===== src/rtl/cdtimer.sv =====
module cdtimer #(
  parameter int CW = 29
) (
  input  logic        clk,
  input  logic        rst_n,
  input  logic        tick,
  input  logic        wr_en,
  input  logic        wr_addr,
  input  logic [31:0] wr_data,
  output logic        irq,
  output logic [31:0] status
);
  localparam int PADW = 31 - CW;

  logic [CW-1:0] cnt_q, load_q;
  logic          en_q, per_q, irq_q;
  logic          ctrl_wr, clr_wr, fire, unused_bits;

  assign ctrl_wr = wr_en && !wr_addr;
  assign clr_wr  = wr_en && wr_addr && wr_data[0];
  assign fire    = tick && en_q && !ctrl_wr && (cnt_q == '0);
  assign unused_bits = ^wr_data[29:CW];

  always_ff @(posedge clk) begin
    if (!rst_n) begin
      cnt_q  <= '0;
      load_q <= '0;
      en_q   <= 1'b0;
      per_q  <= 1'b0;
    end else if (ctrl_wr) begin
      cnt_q  <= wr_data[CW-1:0];
      load_q <= wr_data[CW-1:0];
      per_q  <= wr_data[30];
      en_q   <= wr_data[31];
    end else if (fire) begin
      if (per_q) cnt_q <= load_q;
      else       en_q  <= 1'b0;
    end else if (tick && en_q) begin
      cnt_q <= cnt_q - 1'b1;
    end
  end

  always_ff @(posedge clk) begin
    if (!rst_n)      irq_q <= 1'b0;
    else if (fire)   irq_q <= 1'b1;
    else if (clr_wr) irq_q <= 1'b0;
  end

  assign irq    = irq_q;
  assign status = {irq_q, {PADW{1'b0}}, cnt_q};
endmodule


===== config.mk =====
export PLATFORM = sky130hd
export DESIGN_NAME = cdtimer
export DESIGN_NICKNAME = d
export VERILOG_FILES = /design/src/rtl/cdtimer.sv
export SDC_FILE = /design/constraint.sdc
export NUM_CORES = 1
export LEC_CHECK = 0
export CORE_MARGIN = 3
export CORE_UTILIZATION = 40
export DETAILED_ROUTE_END_ITERATION = 10
export GPL_TIMING_DRIVEN = 0
export PLACE_DENSITY = 0.72
export SKIP_LAST_GASP = 1
export SLEW_MARGIN = 30
export SYNTH_ARGS = -nofsm -noshare
export SYNTH_HDL_FRONTEND = slang
export SYNTH_SLANG_ARGS = --single-unit
export TNS_END_PERCENT = 100

===== constraint.sdc =====
create_clock -name clk -period 2.5 [get_ports clk]
set_input_delay 0.625 -clock clk [delete_from_list [all_inputs] [get_ports clk]]
set_output_delay 0.625 -clock clk [all_outputs]
set_load 0.02 [all_outputs]

# Word-level counts from Yosys, hierarchy flattened
# Index checks and enable logic that the tools add are counted.
# totals
reg_bits,61
memories,0
inputBits,37
rom_bits,0
wordCells,31
latch_bits,0
ram_bits,0
output_inout_bits,33
# op_classes
mul,0
bitwise,0
reduce_logical,14
n_div,0
n_mux,9
order_cmp,0
n_eq_ne,2
addsub,1
n_shift,0
# op_table
cell,n
two-way mux 29 bit,4
logical NOT 29 bit,1
"subtractor 29 x 1 -> 29 bit, second input constant",1
logical AND 1 bit,6
two-way mux 1 bit,5
AND reduction 2 bit,2
nonzero test 2 bit,2
"!= test 3 bit, second input constant",1
nonzero test 3 bit,1
logical NOT 1 bit,2
"!= test 2 x 1 -> 1 bit, second input constant",1

# Depth between registers and ports, before layout
# Gate-level depths: netlist of run 1.
# depth
depth_word,7
depth_mapped,10
ltp_nobuf,8

# Worst setup path after synthesis of run 1
# Ideal clock, no wire load.
# synth_path
path_kind,input -> register
from,input port wr_en
to,register cnt_q[26]
setup_time_ns,0.119
slack_ns,-0.115
n_path_buf,3
arrival_time_ns,2.496
cell_stages,8
cell_sequence,nor2b_4 -> or4b_1 -> clkbuf_1 -> or4_1 -> buf_2 -> o21a_4 -> buf_6 -> o221a_1
# synth_between
elab_chain_len,6
word_cells_on_any_way,9
# synth_lines
item,line,rtl
"start, declared",7,"input logic wr_en,"
logical AND 1 bit (*),19,assign ctrl_wr = wr_en && !wr_addr;
logical NOT 1 bit,21,assign fire = tick && en_q && !ctrl_wr && (cnt_q == '0);
logical AND 1 bit (2 in series),21,
!= test 3 bit (no line) (tied with other cells),--,
AND reduction 2 bit (no line) / two-way mux 29 bit (equally long branches),--,
"end signal, assigned",31,cnt_q <= wr_data[CW-1:0];
"end signal, assigned",36,if (per_q) cnt_q <= load_q;
"end signal, assigned",39,cnt_q <= cnt_q - 1'b1;
"end, declared",15,"logic [CW-1:0] cnt_q, load_q;"
# Every way passes the cells marked *; elsewhere a longest branch is shown, timed or not.
# A chain may end at the register's enable or synchronous reset.

# Worst setup path after layout of run 1
# layout_path
from,register cnt_q[26]
to,register cnt_q[21]
# layout_between
elab_chain_len,4
word_cells_on_any_way,7
# layout_lines
item,line
logical NOT 29 bit (*),21
logical AND 1 bit (*),21
!= test 3 bit (no line) (tied with other cells),--
AND reduction 2 bit (no line) / two-way mux 29 bit (equally long branches),--
# Marks and branches as above.

==> results of run 1 <==
## synth_stat cells, drive strengths merged, types with 2 or more instances
| master | count |
|---|---|
| nand2 | 87 |
| dfxtp | 61 |
| o21ai | 37 |
| a21boi | 32 |
| a31oi | 23 |
| clkbuf | 20 |
| nor3 | 16 |
| buf | 14 |
| nor2 | 13 |
| o211ai | 13 |
| nand3 | 11 |
| or3 | 10 |
| xor2 | 10 |
| a21oi | 9 |
| nand4 | 9 |
| nor4 | 8 |
| o21a | 6 |
| xnor2 | 6 |
| and2 | 3 |
| nor2b | 3 |
| o221ai | 3 |
| a211oi | 2 |
| a21o | 2 |
| ha | 2 |
| inv | 2 |
| nand3b | 2 |
| o2111a | 2 |
| o22ai | 2 |
| or4 | 2 |
## repair_timing
| action | in CTS | in global routing |
|---|---|---|
| pin swaps | 4 | 7 |
| setup endpoints to repair | 51 | 36 |
| cloned | 1 | 0 |
| hold endpoints to repair | 0 | 0 |
| buffers inserted | 11 | 7 |
| resized for setup | 46 | 30 |
## state kept, by name, summed over array words and instances, names as in the netlist
name	count
cnt_q	29
en_q	1
load_q	29
irq	1
per_q	1
## worst paths after layout
kind         startpoint   endpoint  slack (ps)  cells after the start
max           cnt_q[26]  cnt_q[21]          30                     10
min           load_q[7]  load_q[7]         460                      2
max reg2reg   cnt_q[26]  cnt_q[21]          30                     10
min reg2reg   load_q[7]  load_q[7]         460                      2
## per-layer routing
layer,up-vias,wire [um],share of wire [%],GRT usage (%)
met2,234,5430,46,39.0
met5,-,0,0,0
met1,1786,4870,42,31.6
li1,1742,-,-,-
met3,45,984,8.4,4.16
met4,0,418,3.6,11.8
## layout make-up
type | count | area share (%)
tap | 102 | 2.72
inverter | 2 | 0.160
clock buffer | 12 | 3.31
timing repair buffer | 85 | 17.2
buffer | 33 | 4.16
sequential | 61 | 26.3
multi-input combinational | 330 | 44.6
clock inverter | 4 | 1.49
## stage by stage
stage / cells / power, mW / cell area [sq um] / setup slack [ps]
after floorplan: 427 / 1.54 / 3330 / -107
after global placement: 595 / 1.80 / 4120 / -1150
after detailed placement: 595 / 1.81 / 4130 / -863
after CTS: 623 / 2.86 / 4570 / 6.66
after global routing: 629 / 3.04 / 4690 / -88.8
final: 629 / 2.93 / 4690 / 29.3
## where the power goes
group	internal (mW)	total, mW	switching (mW)
combinational	0.358	0.789	0.432
sequential	1.04	1.12	0.0878
clock	0.613	1.02	0.409
## critical path: cells and delay by family, from the launching register on
family,cells,cell delay (ps)
AO/OA/AOI/OAI,2,270
buffers and inverters,4,640
flip-flops,1,360
AND/OR/NAND/NOR,4,1100
## cells by family (layout without fill, tap and decap cells)
logic type | after synthesis | after routing | share of synthesized area (%)
other | 1 | 2 | 0.113
XOR/XNOR | 16 | 16 | 4.22
flip-flops | 61 | 61 | 36.7
buffers and inverters | 36 | 136 | 5.08
AO/OA/AOI/OAI | 138 | 138 | 28.0
adder cells (fa/ha/maj) | 2 | 2 | 0.753
multiplexers | 2 | 2 | 0.640
AND/OR/NAND/NOR | 170 | 170 | 24.5
==> impl_metrics.ini, run 1 <==
[die]
die-area_sq_mm = 0.00944
die_x_um = 97.2
fp.coreArea_sq_mm = 0.00789
die_h_um = 97.2
floorplan.initialDensity_pct = 42.1
io_pins = 70
rows = 32

[clocking]
root_buffer = clkbuf_8
cts_tree = built
cts_max_level = 3
clock_latency_ps = 350
numCtsBuffers = 9
cts.sinks = 61
cts_hold_buf = 0
clock_path_buffers = 2
clk_pin_slew_ps = 70

[critical_path]
max_stage_delay_ps = 510
worst-endpoint-arrival_ps = 2720
criticalPathCategory = flop to flop
critical_path.startpoint_type = flop
cp_cell_sequence = nor4_4 -> nand4_1 -> buf_4 -> or4_4 -> buf_6 -> buf_4 -> buf_4 -> o22ai_2 -> nand2_1 -> o2111a_1
endpoint_kind = flop
slowest_stage = or4_4
worstPathRequired_ps = 2750
path_common_cell = buf_4
critical_path.max_fanout = 6

[logic_synthesis]
synth.area.top_cells = dfxtp_1 37%, nand2_1 9.8%, a21boi_0 7.2%
synth-edff-count = 0
ys_ff_latch = 61
ys.flop_type = dfxtp_1
ys_async_sr_fraction_pct = 0
yosysSeqAreaShare_pct = 36.7
netlist.area_leader.share_pct = 36.7
synth.largest_area_cell = dfxtp_1
synth_cells = 426
synth_area_sq_mm = 0.00332
yosysWarnings = 0
yosys.cell_types.count = 55
syn_avg_cell_area_sq_um = 7.80

[route]
drcViolationCount = 1
drt-initial-drc-count = 381
wire_per_inst_um = 18.6
dr.pass1.iters = 8
postRouteAntennaNets = 0
vias_per_cell = 6.05
vias = 3807
wl_um = 11700

[final_layout]
fin_util_pct = 59.4
seq_area_sq_mm = 0.00123
nets = 561
layout_common_cells = 85 x nand2_1, 63 x clkdlybuf4s50_1, 55 x dfxtp_1, 32 x a21boi_0, 23 x a31oi_1
syn_to_final_growth_pct = 41.0
multi_input_area_sq_mm = 0.00209
antenna_cells = 0
drive_gt1_share_pct = 16.3
final_common_cell = nand2_1
fillCellCount = 697

[timing]
max_freq_ghz = 0.405
final_hold_viol_count = 0
slew_headroom_pct = 60.7
slew_viol_final = 0
tns_ps = 0
setup_viol = 0
whs_ps = 463
fin_skew_ps = 5.66
period_minus_slack_ps = 2470
period_share_pct = 98.8
tightest_slew_ps = 586

[global_route]
grt.overflow.total = 0
grt_pass1_wl_um = 18700
grt_pass1_vias = 3672
grt_max_degree = 11
grt_usage_pct = 24.3
antenna_found_initial = 0

[outcome]
status = finished with violations
violations = DRC

[power]
power_density_mw_per_mm2 = 626
total_leakage_power_nw = 1.69
ir_drop_uv = 306

[placement]
place_congestion = 0.925
io_buffers = 66
dp_hpwl_um = 7700

[hold_path]
min_path_type = flop to flop

[flow_run]
maxCapViolCount = 0
No activity file was read; power rests on OpenSTA's default activity.
==> run 2, diff against run 1 <==
- GPL_ROUTABILITY_DRIVEN: default -> 0
==> results of run 2 <==
Final layout, timing and power as in run 1 (identical DEF).
==> run 3, diff against run 2 <==
- SETUP_SLACK_MARGIN: default -> 0.5
==> impl_metrics.ini, run 3 (synthesis results as in run 1) <==
[timing]
period_share_pct = 97.8
fin_skew_ps = 9.29
period_minus_slack_ps = 2450
slew_headroom_pct = 55.8
final_hold_viol_count = 0
tns_ps = 0
rsz0062_at_grt = true
slew_viol_final = 0
setup_viol = 0
tightest_slew_ps = 664
max_freq_ghz = 0.409

[route]
drcViolationCount = 0
wire_per_inst_um = 18.5
vias_per_cell = 6.06
drt-initial-drc-count = 379
postRouteAntennaNets = 0
wl_um = 11600
vias = 3808
dr.pass1.iters = 5

[clocking]
cts_max_level = 3
cts_hold_buf = 0
cts.sinks = 61
root_buffer = clkbuf_8
clock_latency_ps = 350
numCtsBuffers = 9
clock_path_buffers = 2
cts_tree = built
clk_pin_slew_ps = 70

[final_layout]
nets = 560
antenna_cells = 0
drive_gt1_share_pct = 19.2
layout_common_cells = 85 x nand2_1, 57 x dfxtp_1, 34 x clkdlybuf4s50_1, 30 x a21boi_0, 28 x dlygate4sd2_1
seq_area_sq_mm = 0.00123
final_common_cell = nand2_1
reg_top3 = cnt_q: 29 flops, load_q: 29 flops
syn_to_final_growth_pct = 42.3
multi_input_area_sq_mm = 0.00215
fin_util_pct = 60.0
fillCellCount = 701
fin_area_sq_mm = 0.00473

[global_route]
grt.overflow.total = 0
antenna_found_initial = 0
grt_max_degree = 11
grt_usage_pct = 24.6
grt_pass1_vias = 3684
grt_pass1_wl_um = 18700

[die]
die_x_um = 97.2
floorplan.initialDensity_pct = 42.1
fp.coreArea_sq_mm = 0.00789
die_h_um = 97.2
rows = 32
io_pins = 70
die-area_sq_mm = 0.00944

[critical_path]
worst-endpoint-arrival_ps = 2680
endpoint_kind = flop
worstPathRequired_ps = 2740
critical_path.startpoint_type = flop
critical_path.max_fanout = 5
criticalPathCategory = flop to flop

[placement]
dpl_cell_area_sq_mm = 0.00416
io_buffers = 66
dp_hpwl_um = 7650

[hold_path]
min_path_type = flop to flop

[power]
power_density_mw_per_mm2 = 572
power_mw = 2.71
total_leakage_power_nw = 1.84
ir_drop_uv = 246

[outcome]
status = complete, no violations

[flow_run]
maxCapViolCount = 0
[run 3: cell type report]
cell class,instances,share of cell area (%)
multi-input cells,331,45.5
flip-flops and latches,61,26.0
repair buffers,82,16.3
plain buffers,34,5.56
clock buffers,15,3.52
well taps,102,2.70
inverters,2,0.265
clock inverters,1,0.106
[run 3: power breakdown]
part / internal, mW / leakage [nW] / total (mW) / switching [mW]
Sequential: 1.04 / 0.503 / 1.13 / 0.0899
Combinational: 0.345 / 1.25 / 0.784 / 0.439
Clock: 0.415 / 0.0877 / 0.796 / 0.382
[run 3: stage by stage]
stage | setup slack (ps) | cells | hold slack (ps)
after floorplan | -107 | 427 | 439
after global placement | -1160 | 595 | 450
after detailed placement | -835 | 596 | 458
after CTS | 78.9 | 626 | 467
after global routing | -11.2 | 628 | 488
final | 54.6 | 628 | 463
[run 3: layer usage]
layer / GRT usage, % / vias up / wire [um] / share of wire (%)
met5: 0 / - / 0 / 0
met4: 12.6 / 0 / 354 / 3.0
met3: 5.60 / 41 / 1110 / 9.5
met2: 38.4 / 223 / 5430 / 47
met1: 31.5 / 1787 / 4730 / 41
li1: - / 1757 / - / -
[run 3: repair_timing]
item / 4_1_cts / 5_1_grt
gates resized for setup: 96 / 41
gates cloned: 3 / 0
endpoints found under the hold margin: 0 / 0
setup endpoints to repair: 88 / 47
setup buffers: 11 / 2
pin swaps: 7 / 5
[run 3: path summary, 6_finish.rpt]
| path | start | endpoint | slack [ps] | cells past startpoint |
|---|---|---|---|---|
| max | cnt_q[0] | cnt_q[26] | 50 | 9 |
| min | load_q[5] | load_q[5] | 460 | 2 |
| max reg2reg | cnt_q[0] | cnt_q[26] | 50 | 9 |
| min reg2reg | load_q[5] | load_q[5] | 460 | 2 |
[run 3: critical path, cell delays in order (launching register included)]
cell,delay (ps)
dfxtp_4,360
inv_4,60
ha_4,120
or4b_4,460
buf_8,140
or4_4,410
buf_6,150
o21a_4,260
buf_8,150
o221a_1,230
